### src/rtl/ptw_pkg.sv
package ptw_pkg;
  localparam int VA_W     = 64;
  localparam int PA_W     = 64;
  localparam int ADDR_USE = 48;
  localparam int LVLS     = 4;
  localparam int IDX_W    = 9;
  localparam int OFF_W    = 12;
  localparam int ENT_SH   = 3;
  localparam int HUGE_LVL = 1;
  localparam int BIT_P    = 0;
  localparam int BIT_W    = 1;
  localparam int BIT_U    = 2;
  localparam int BIT_PS   = 7;
  localparam int LVL_W    = $clog2(LVLS);
  localparam int RDC_W    = $clog2(LVLS + 1);
  localparam logic [PA_W-1:0] USE_MASK  = (PA_W'(1) << ADDR_USE) - PA_W'(1);
  localparam logic [PA_W-1:0] PAGE_MASK = (PA_W'(1) << OFF_W) - PA_W'(1);

  typedef enum logic [1:0] {S_IDLE, S_ISSUE, S_WAIT, S_DONE} walk_state_t;

  function automatic logic is_canonical(logic [VA_W-1:0] va);
    logic [VA_W-ADDR_USE:0] hi;
    hi = va[VA_W-1:ADDR_USE-1];
    return (&hi) || !(|hi);
  endfunction

  function automatic int unsigned level_shift(logic [LVL_W-1:0] lvl);
    return OFF_W + IDX_W * (LVLS - 1 - int'(lvl));
  endfunction

  function automatic logic [IDX_W-1:0] level_index(logic [VA_W-1:0] va, logic [LVL_W-1:0] lvl);
    return IDX_W'(va >> level_shift(lvl));
  endfunction

  function automatic logic [PA_W-1:0] entry_addr(logic [PA_W-1:0] base, logic [IDX_W-1:0] idx);
    return base + (PA_W'(idx) << ENT_SH);
  endfunction

  function automatic logic [PA_W-1:0] table_base(logic [PA_W-1:0] raw);
    return raw & USE_MASK & ~PAGE_MASK;
  endfunction

  function automatic logic [PA_W-1:0] leaf_pa(logic [PA_W-1:0] pte, logic [VA_W-1:0] va,
                                               logic [LVL_W-1:0] lvl);
    logic [PA_W-1:0] low;
    low = (PA_W'(1) << level_shift(lvl)) - PA_W'(1);
    return (pte & USE_MASK & ~low) | (PA_W'(va) & low);
  endfunction

  function automatic logic [2:0] fault_code_of(logic prot, logic wr, logic usr);
    return {usr, wr, prot};
  endfunction
endpackage

### src/rtl/ptw_index_gen.sv
module ptw_index_gen
  import ptw_pkg::*;
(
  input  logic [PA_W-1:0]  base,
  input  logic [VA_W-1:0]  va,
  input  logic [LVL_W-1:0] lvl,
  output logic [PA_W-1:0]  addr
);
  logic [IDX_W-1:0] idx;
  always_comb begin
    idx  = level_index(va, lvl);
    addr = entry_addr(base, idx);
  end
endmodule

### src/rtl/ptw_perm_acc.sv
module ptw_perm_acc
  import ptw_pkg::*;
(
  input  logic clk,
  input  logic rst_n,
  input  logic clear,
  input  logic load,
  input  logic ent_w,
  input  logic ent_u,
  output logic eff_w,
  output logic eff_u
);
  logic acc_w, acc_u;

  always_ff @(posedge clk) begin
    if (!rst_n || clear) begin
      acc_w <= 1'b1;
      acc_u <= 1'b1;
    end else if (load) begin
      acc_w <= acc_w & ent_w;
      acc_u <= acc_u & ent_u;
    end
  end

  assign eff_w = acc_w & ent_w;
  assign eff_u = acc_u & ent_u;


  sticky_w_chk: assert property (@(posedge clk) disable iff (!rst_n)
    (load && !clear && !ent_w) |=> !eff_w);

  sticky_u_chk: assert property (@(posedge clk) disable iff (!rst_n)
    (load && !clear && !ent_u) |=> !eff_u);
endmodule

### src/rtl/ptw_leaf_check.sv
module ptw_leaf_check
  import ptw_pkg::*;
(
  input  logic eff_w,
  input  logic eff_u,
  input  logic is_wr,
  input  logic is_usr,
  output logic grant
);
  logic user_block, write_block;
  always_comb begin
    user_block  = is_usr && !eff_u;
    write_block = is_wr && !eff_w;
    grant       = !user_block && !write_block;
  end
endmodule

### src/rtl/page_walker.sv
module page_walker
  import ptw_pkg::*;
(
  input  logic            clk,
  input  logic            rst_n,
  input  logic [PA_W-1:0] root_base,
  input  logic            req_valid,
  output logic            req_ready,
  input  logic [VA_W-1:0] req_va,
  input  logic            req_write,
  input  logic            req_user,
  output logic            mem_req_valid,
  input  logic            mem_req_ready,
  output logic [PA_W-1:0] mem_req_addr,
  input  logic            mem_rsp_valid,
  input  logic [PA_W-1:0] mem_rsp_data,
  output logic            res_valid,
  output logic            res_fault,
  output logic [PA_W-1:0] res_pa,
  output logic            res_writable,
  output logic            res_user,
  output logic [VA_W-1:0] fault_va,
  output logic [2:0]      fault_code
);
  walk_state_t      state;
  logic [LVL_W-1:0] lvl;
  logic [PA_W-1:0]  base_q;
  logic [VA_W-1:0]  va_q;
  logic             wr_q, usr_q;
  logic [RDC_W-1:0] rd_cnt;

  // named internal events
  logic req_fire, mem_hs, rsp_fire, va_noncanon, canon_reject;
  logic pte_present, pte_leaf, step_down, eff_w, eff_u, grant;

  assign req_ready     = (state == S_IDLE);
  assign mem_req_valid = (state == S_ISSUE);
  assign res_valid     = (state == S_DONE);
  assign req_fire      = req_valid && req_ready;
  assign mem_hs        = mem_req_valid && mem_req_ready;
  assign rsp_fire      = (state == S_WAIT) && mem_rsp_valid;
  assign va_noncanon   = !is_canonical(req_va);
  assign canon_reject  = req_fire && va_noncanon;
  assign pte_present   = mem_rsp_data[BIT_P];
  assign pte_leaf      = (lvl == LVL_W'(LVLS - 1)) ||
                         ((lvl == LVL_W'(HUGE_LVL)) && mem_rsp_data[BIT_PS]);
  assign step_down     = rsp_fire && pte_present && !pte_leaf;

  ptw_index_gen u_idx (
    .base (base_q),
    .va   (va_q),
    .lvl  (lvl),
    .addr (mem_req_addr)
  );

  ptw_perm_acc u_perm (
    .clk   (clk),
    .rst_n (rst_n),
    .clear (req_fire),
    .load  (step_down),
    .ent_w (mem_rsp_data[BIT_W]),
    .ent_u (mem_rsp_data[BIT_U]),
    .eff_w (eff_w),
    .eff_u (eff_u)
  );

  ptw_leaf_check u_chk (
    .eff_w  (eff_w),
    .eff_u  (eff_u),
    .is_wr  (wr_q),
    .is_usr (usr_q),
    .grant  (grant)
  );

  always_ff @(posedge clk) begin
    if (!rst_n) rd_cnt <= '0;
    else if (req_fire) rd_cnt <= '0;
    else if (mem_hs) rd_cnt <= rd_cnt + RDC_W'(1);
  end

  always_ff @(posedge clk) begin
    if (!rst_n) begin
      state        <= S_IDLE;
      lvl          <= '0;
      base_q       <= '0;
      va_q         <= '0;
      wr_q         <= 1'b0;
      usr_q        <= 1'b0;
      res_fault    <= 1'b0;
      res_pa       <= '0;
      res_writable <= 1'b0;
      res_user     <= 1'b0;
      fault_va     <= '0;
      fault_code   <= '0;
    end else begin
      unique case (state)
        S_IDLE: if (req_fire) begin
          va_q   <= req_va;
          wr_q   <= req_write;
          usr_q  <= req_user;
          lvl    <= '0;
          base_q <= table_base(root_base);
          if (va_noncanon) begin
            res_fault    <= 1'b1;
            res_pa       <= '0;
            res_writable <= 1'b0;
            res_user     <= 1'b0;
            fault_va     <= req_va;
            fault_code   <= fault_code_of(1'b0, req_write, req_user);
            state        <= S_DONE;
          end else begin
            state <= S_ISSUE;
          end
        end
        S_ISSUE: if (mem_req_ready) state <= S_WAIT;
        S_WAIT: if (mem_rsp_valid) begin
          if (!pte_present) begin
            res_fault    <= 1'b1;
            res_pa       <= '0;
            res_writable <= 1'b0;
            res_user     <= 1'b0;
            fault_va     <= va_q;
            fault_code   <= fault_code_of(1'b0, wr_q, usr_q);
            state        <= S_DONE;
          end else if (pte_leaf) begin
            res_writable <= eff_w;
            res_user     <= eff_u;
            if (grant) begin
              res_fault  <= 1'b0;
              res_pa     <= leaf_pa(mem_rsp_data, va_q, lvl);
              fault_code <= '0;
            end else begin
              res_fault  <= 1'b1;
              res_pa     <= '0;
              fault_va   <= va_q;
              fault_code <= fault_code_of(1'b1, wr_q, usr_q);
            end
            state <= S_DONE;
          end else begin
            base_q <= table_base(mem_rsp_data);
            lvl    <= lvl + LVL_W'(1);
            state  <= S_ISSUE;
          end
        end
        S_DONE: state <= S_IDLE;
        default: state <= S_IDLE;
      endcase
    end
  end


  canon_reject_chk: assert property (@(posedge clk) disable iff (!rst_n)
    canon_reject |=> (res_valid && res_fault && !fault_code[0] && !mem_req_valid));

  read_limit_chk: assert property (@(posedge clk) disable iff (!rst_n)
    rd_cnt <= RDC_W'(LVLS));

  grant_w_chk: assert property (@(posedge clk) disable iff (!rst_n)
    (res_valid && !res_fault && wr_q) |-> res_writable);

  grant_u_chk: assert property (@(posedge clk) disable iff (!rst_n)
    (res_valid && !res_fault && usr_q) |-> res_user);

  busy_ready_chk: assert property (@(posedge clk) disable iff (!rst_n)
    (mem_req_valid || res_valid) |-> !req_ready);

  res_pulse_chk: assert property (@(posedge clk) disable iff (!rst_n)
    res_valid |=> !res_valid);

  mem_hold_chk: assert property (@(posedge clk) disable iff (!rst_n)
    (mem_req_valid && !mem_req_ready) |=> (mem_req_valid && $stable(mem_req_addr)));

  mem_align_chk: assert property (@(posedge clk) disable iff (!rst_n)
    mem_req_valid |-> (mem_req_addr[ENT_SH-1:0] == '0));
endmodule

### config.mk
export PLATFORM = sky130hd
export DESIGN_NAME = page_walker
export DESIGN_NICKNAME = d
export VERILOG_FILES = /design/src/rtl/ptw_pkg.sv /design/src/rtl/ptw_index_gen.sv /design/src/rtl/ptw_perm_acc.sv /design/src/rtl/ptw_leaf_check.sv /design/src/rtl/page_walker.sv
export SDC_FILE = /design/constraint.sdc
export NUM_CORES = 1
export LEC_CHECK = 0
export BUFFER_PORTS_ARGS = -buffer_cell sky130_fd_sc_hd__buf_2
export CAP_MARGIN = 15
export CORE_UTILIZATION = 40
export DETAILED_ROUTE_END_ITERATION = 6
export PLACE_DENSITY_LB_ADDON = 0.05
export SYNTH_ARGS = -nofsm -noshare
export SYNTH_HDL_FRONTEND = slang
export SYNTH_SLANG_ARGS = --single-unit
### constraint.sdc
create_clock -name clk -period 4 [get_ports clk]
set_input_delay 0.2 -clock clk [delete_from_list [all_inputs] [get_ports clk]]
set_output_delay 0.2 -clock clk [all_outputs]
set_load 0.005 [all_outputs]
== Word level (Yosys, flattened, before mapping) ==
Index checks and enable logic that the tools add are counted.

* Bits in registers: 270
* Input port bits: 199
* Output and inout port bits: 201
* Logic and storage cells: 123

* $add $sub $neg: 5
* Multiply operators: 1
* Eq/ne operators: 13
* Shift operators: 2
* Muxes and demuxes: 55
* Bitwise gates (word level): 6
* Reduce and logical (&&, ||, !) cells: 27

{| class="wikitable"
|+ Operators with widths
! operator !! count
|-
| 2-to-1 mux 64 bit || 16
|-
| one-hot mux 64 bit (2 select lines) || 3
|-
| adder 64 x 12 -> 64 bit || 1
|-
| bitwise AND 48 x 64 -> 64 bit || 1
|-
| bitwise AND 64 bit || 1
|-
| NOT 64 bit || 1
|-
| OR 64 bit || 1
|-
| left shift 1 x 32 -> 64 bit, first input constant || 1
|-
| right shift 64 x 32 -> 9 bit || 1
|-
| subtractor 64 x 2 -> 64 bit, second input constant || 1
|-
| adder 5 x 32 -> 32 bit, first input constant || 1
|-
| 2-to-1 mux 2 bit || 10
|-
| 2-to-1 mux 3 bit || 6
|-
| AND reduction 17 bit || 1
|-
| OR reduction 17 bit || 1
|-
| 2-to-1 mux 1 bit || 14
|-
| AND reduction 5 bit || 2
|-
| logical AND 1 bit || 8
|-
| multiplier 5 x 3 -> 8 bit, first input constant || 1
|-
| != test 2 bit, second input constant || 4
|-
| one-hot mux 2 bit (4 select lines) || 1
|-
| logical NOT 1 bit || 7
|-
| equality test 2 bit, second input constant || 3
|-
| != test 3 bit, second input constant || 2
|-
| other kinds (14) || 21
|}

== Logic depth before layout (Yosys ltp) ==
* Depth in word-level cells: 13
* Gate-level depth with buffers: 13
* Mapped depth without buffers: 9

== Cells and area by module ==
From an unflattened synthesis, not the netlist that was laid out.

* Cells, all modules: 1818
* Area total of the unflattened synthesis: 14029.7 um^2

{| class="wikitable"
|+ By module, submodules not included
! module !! times used !! cells each !! area an instance (um^2) !! seq. area each (um^2)
|-
| page_walker || 1 || 1454 || 11189.5 || 4804.6
|-
| ptw_index_gen || 1 || 350 || 2701.3 || 0.0
|-
| ptw_perm_acc || 1 || 11 || 118.9 || 40.0
|-
| ptw_leaf_check || 1 || 3 || 20.0 || 0.0
|}

== Least setup slack after synthesis ==
OpenSTA, ideal clock, no wires.

* Path type: reg2reg
* Start point: register lvl[0]
* End point: register res_pa[6]
* Setup time: 0.087 ns
* Data arrival time: 2.901 ns
* Data required time: 3.913 ns
* Slack: 1.012 ns
* Cell stages (with the launch flop): 14
* Buffers on the path: 4
* Clock period less this slack: 2.988 ns
* Cells stage by stage: dfxtp_1 > buf_2 > buf_4 > buf_4 > inv_1 > ha_1 > clkbuf_1 > nor2_1 > nand3_1 > ha_1 > or3_1 > a21boi_0 > a31oi_1 > o31ai_1

* Cells in the longest elaborated chain, start to end: 13
* Elaborated cells on any way between the ends: 20
* Those cells by class: add/sub (3); mul (1); eq/ne (3); shift (1); mux (5); bitwise (4); reduce/logical (3)

{| class="wikitable"
|+ Ends and longest elaborated chain
! item !! line !! source
|-
| start: declaration || page_walker.sv:26 || <nowiki>logic [LVL_W-1:0] lvl;</nowiki>
|-
| start signal: assignment || page_walker.sv:141 || <nowiki>lvl <= lvl + LVL_W'(1);</nowiki>
|-
| subtractor 2 x 2 -> 3 bit || ptw_pkg.sv:28 || <nowiki>return OFF_W + IDX_W * (LVLS - 1 - int'(lvl));</nowiki>
|-
| multiplier 5 x 3 -> 8 bit || n/a ||
|-
| adder 5 x 32 -> 32 bit || n/a ||
|-
| left shift 1 x 32 -> 64 bit || ptw_pkg.sv:46 || <nowiki>low = (PA_W'(1) << level_shift(lvl)) - PA_W'(1);</nowiki>
|-
| subtractor 64 x 2 -> 64 bit || ptw_pkg.sv:46 ||
|-
| NOT 64 bit || ptw_pkg.sv:47 || <nowiki>return (pte & USE_MASK & ~low) | (PA_W'(va) & low);</nowiki>
|-
| bitwise AND 48 x 64 -> 64 bit || ptw_pkg.sv:47 ||
|-
| OR 64 bit || ptw_pkg.sv:47 ||
|-
| 2-to-1 mux 64 bit || page_walker.sv:128 || <nowiki>if (grant) begin</nowiki>
|-
| 2-to-1 mux 64 bit || page_walker.sv:125 || <nowiki>end else if (pte_leaf) begin</nowiki>
|-
| 2-to-1 mux 64 bit || page_walker.sv:117 || <nowiki>if (!pte_present) begin</nowiki>
|-
| 2-to-1 mux 64 bit || page_walker.sv:116 || <nowiki>S_WAIT: if (mem_rsp_valid) begin</nowiki>
|-
| one-hot mux 64 bit (2 select lines) || page_walker.sv:96 || <nowiki>unique case (state)</nowiki>
|-
| end signal: assignment || page_walker.sv:130 || <nowiki>res_pa <= leaf_pa(mem_rsp_data, va_q, lvl);</nowiki>
|-
| end: declaration || page_walker.sv:19 || <nowiki>output logic [PA_W-1:0] res_pa,</nowiki>
|}

Several ways; a longest one is shown, not always the timed one. The select of a mux whose other input is x is not followed.
A chain may end at the register's enable or synchronous reset.

== Worst setup path after layout ==
* Start point: register lvl[1]
* End point: output port mem_req_addr[3]

* Cells in the longest elaborated chain, start to end: 5

{| class="wikitable"
|+ Ends and longest elaborated chain
! item !! line !! source
|-
| subtractor 2 x 2 -> 3 bit || ptw_pkg.sv:28 ||
|-
| multiplier 5 x 3 -> 8 bit || ptw_pkg.sv:28 ||
|-
| adder 5 x 32 -> 32 bit || ptw_pkg.sv:28 ||
|-
| right shift 64 x 32 -> 9 bit || ptw_pkg.sv:32 || <nowiki>return IDX_W'(va >> level_shift(lvl));</nowiki>
|-
| adder 64 x 12 -> 64 bit || ptw_pkg.sv:36 || <nowiki>return base + (PA_W'(idx) << ENT_SH);</nowiki>
|-
| end: declaration || page_walker.sv:14 || <nowiki>output logic [PA_W-1:0] mem_req_addr,</nowiki>
|}

Every way passes these cells.

==> impl_metrics.yaml <==
run_status:
  outcome: "finished clean"
synthesis:
  avgSynthCellArea_um2: 8.645
  postSynth.asyncResetShare_pct: 0
  synth_flop_cell: "dfxtp_1"
  synth_seq_area_share_pct: 40.14
  synth_cells: 1396
  synth-seq-cells: 242
  synth_area_um2: 12070
  yosysMostFrequentCell: "nand2_1"
  synth_warnings: 0
  yosys-top-cells-area: "dfxtp_1 (40%), nand2_1 (11%), nand3_1 (7.5%)"
  netlist.area_leader.share_pct: 40.14
  synth_commonest_cells: "nand2_1 (368), dfxtp_1 (242), nand3_1 (182)"
  synth_cell_types: 57
  synth_edf_count: 0
  yosys.area.top_type: "dfxtp_1"
route:
  ant_nets: 0
  dr.first_iter.drc_count: 746
  wire_per_inst_um: 20.40
  routed_wl_um: 44040
  firstDrtPassIters: 5
  routed_via_density: 5.459
  drc: 0
  num_vias: 11790
global_route:
  grt_pass1_vias: 11090
  grt_use_met2_pct: 48.34
  grt.busiest_layer: "met2"
  grt_pass1_wl_um: 66650
  track_usage_pct: 27.78
  antenna_found_initial: 0
  grt_max_degree: 245
  grt_use_met3_pct: 4.524
  use_met1_pct: 34.95
  overflow: 0
setup_path:
  cp_slowest_stage_delay_ns: 0.65
  cp.required_ns: 3.80
  critPathLaunchType: "register"
  critical_path_class: "reg2out"
  arrival_ns: 3.09
  path_cells: "clkinv_1 -> ha_1 -> buf_4 -> nor2b_1 -> a32oi_1 -> o21ai_0 -> nand2b_1 -> buf_2"
  worstSetupEndpointType: "primary output"
  crit_family: "buffers and inverters"
  crit_fanout: 11
  slowest_stage: "ha_1"
  cp.buffers_inverters: 3
placement:
  placed_cell_area_um2: 13760
  gp_congestion: 0.8566
  portBuffers: 335
  hpwl_um: 29780
timing:
  relSlewSlack_pct: 19.62
  rsz0062_at_grt: "no"
  tns_ns: 0
  timing.hold.ws_ns: 0.006019
  setup_viol: 0
  post-route-min-period_ns: 3.290
  fin_skew_ns: 0.01280
  period_share_pct: 82.25
  drv_slew: 0
  max_freq_mhz: 303.9
  finalHoldViolations: 0
  worstMarginPinSlew_ns: 1.206
clocking:
  htreeDepth: 1
  clock-root-buffer: "clkbuf_16"
  path_clk_slew_ns: 0.06
  cts.sinks: 242
  cts_setup_buffers: 0
  ctsResizeCount: 0
  numCtsBuffers: 28
  insertion_delay_ns: 0.55
  cts_tree: "built"
  cts_buffer_depth: 3
cells_and_area:
  drive_gt1_share_pct: 24.82
  syn2layout_area_growth_pct: 30.61
  finalInstanceArea_um2: 15760
  fin_util_pct: 53.19
  fill_cells: 2895
  final_nets: 1964
  antenna_cells: 0
floorplanning:
  start_util_pct: 40.72
  dieWidth_um: 175.7
  ios: 400
  fp-row-count: 63
  core_area_um2: 29640
  die_y_um: 175.7
  die-area_um2: 30870
pwr:
  power_mw: 6.806
  p_per_area_nw_per_um2: 431.7
  max-vdd-ir-drop_v: 0.0003198
  power_leakage_nw: 7.225
run:
  drv_cap: 0
worst_hold_path:
  hold_path_class: "in2reg"
## state kept, by name, summed over array words and instances, names as in the netlist
signal	cells
fault_va	64
u_perm.acc_w	1
fault_code	3
base_q	36
res_pa	64
state	2
res_user	1
res_fault	1
u_perm.acc_u	1
va_q	64
lvl	2
wr_q	1
res_writable	1
usr_q	1
## through the flow
stage	setup slack [ns]	std cells
4_1_cts	0.7403	2159
3_5_place_dp	0.8469	2005
3_3_place_gp	0.9186	2005
6_report	0.7099	2159
2_1_floorplan	1.012	1414
5_1_grt	0.5274	2159
## where the power goes
part / switching (mW) / leakage (nW) / total [mW] / internal (mW)
Combinational: 0.785 / 4.80 / 1.38 / 0.594
Clock: 1.03 / 0.446 / 2.59 / 1.57
Sequential: 0.203 / 1.98 / 2.83 / 2.63
Total: 2.02 / 7.22 / 6.81 / 4.79
## metal layers
| metal | wire length, um | part of all wire, % |
|---|---|---|
| met5 | 0 | 0 |
| met1 | 18610 | 42 |
| met3 | 2721 | 6.2 |
| met4 | 1241 | 2.8 |
| met2 | 21470 | 49 |
## cell families (layout without fill, tap and decap cells)
logic type	Yosys count	count (layout)	synth area share, %
DFF	242	242	40.14
AOI/OAI and AO/OA	284	284	19.99
other	2	20	0.06223
muxes	90	90	10.39
adders and majority gates	10	10	1.037
and+or+nand+nor	607	607	21.76
buffers and inverters	158	513	6.407
xor gates and xnor gates	3	3	0.2177
## placed cells by master (no fill, tap or decap), types with 3 or more instances in the layout
cell type      count
buf_2            334
dfxtp_1          241
clkbuf_16         29
nor2_1            15
nor4_1             3
conb_1            20
o21ai_1            7
nand4_1            6
o31ai_1           49
nand2_1          366
o41ai_1            3
o21a_1             4
a21boi_0          67
buf_4             18
o21ai_0           17
bufinv_16          3
and3_1             6
clkbuf_1           5
and2_1             5
mux4_2            28
clkbuf_8           4
nand3_1          181
o221a_1           64
ha_1              10
nor2b_1            7
o211a_1           36
mux2i_1           60
inv_1              3
a21oi_1           12
o211ai_1           4
dlygate4sd3_1    110
clkinv_2           3
## worst min-delay path: cells and delay by family
kind	cells	cell delay, ns
multiplexers	1	0.12
buffers and inverters	1	0.11
AO/OA/AOI/OAI	1	0.07
## repair_timing
item                                   4_1_cts  5_1_grt
endpoints found under the hold margin      113        0
hold buffers                               110        0
setup endpoints to repair                    0        0
## worst paths after layout
| path | slack, ns | from | end | cells past startpoint |
|---|---|---|---|---|
| max | 0.71 | lvl[1] | mem_req_addr[3] | 8 |
| min | 0.006 | mem_rsp_data[27] | res_pa[27] | 3 |
| max reg2reg | 0.82 | lvl[1] | fault_va[25] | 7 |
| min reg2reg | 0.45 | res_pa[0] | res_pa[0] | 2 |
## final cells by class
cell class              instances  area (um^2)  share of cell area [%]
inverters                       5        18.77                  0.1191
clock inverters                 6        105.1                  0.6667
multi-input cells            1014         6568                   41.66
clock buffers                  38        799.5                   5.072
well taps                     390        488.0                   3.095
repair buffers                464         2939                   18.64
flip-flops and latches        242         4846                   30.74
(Power assumes the default switching activity.)
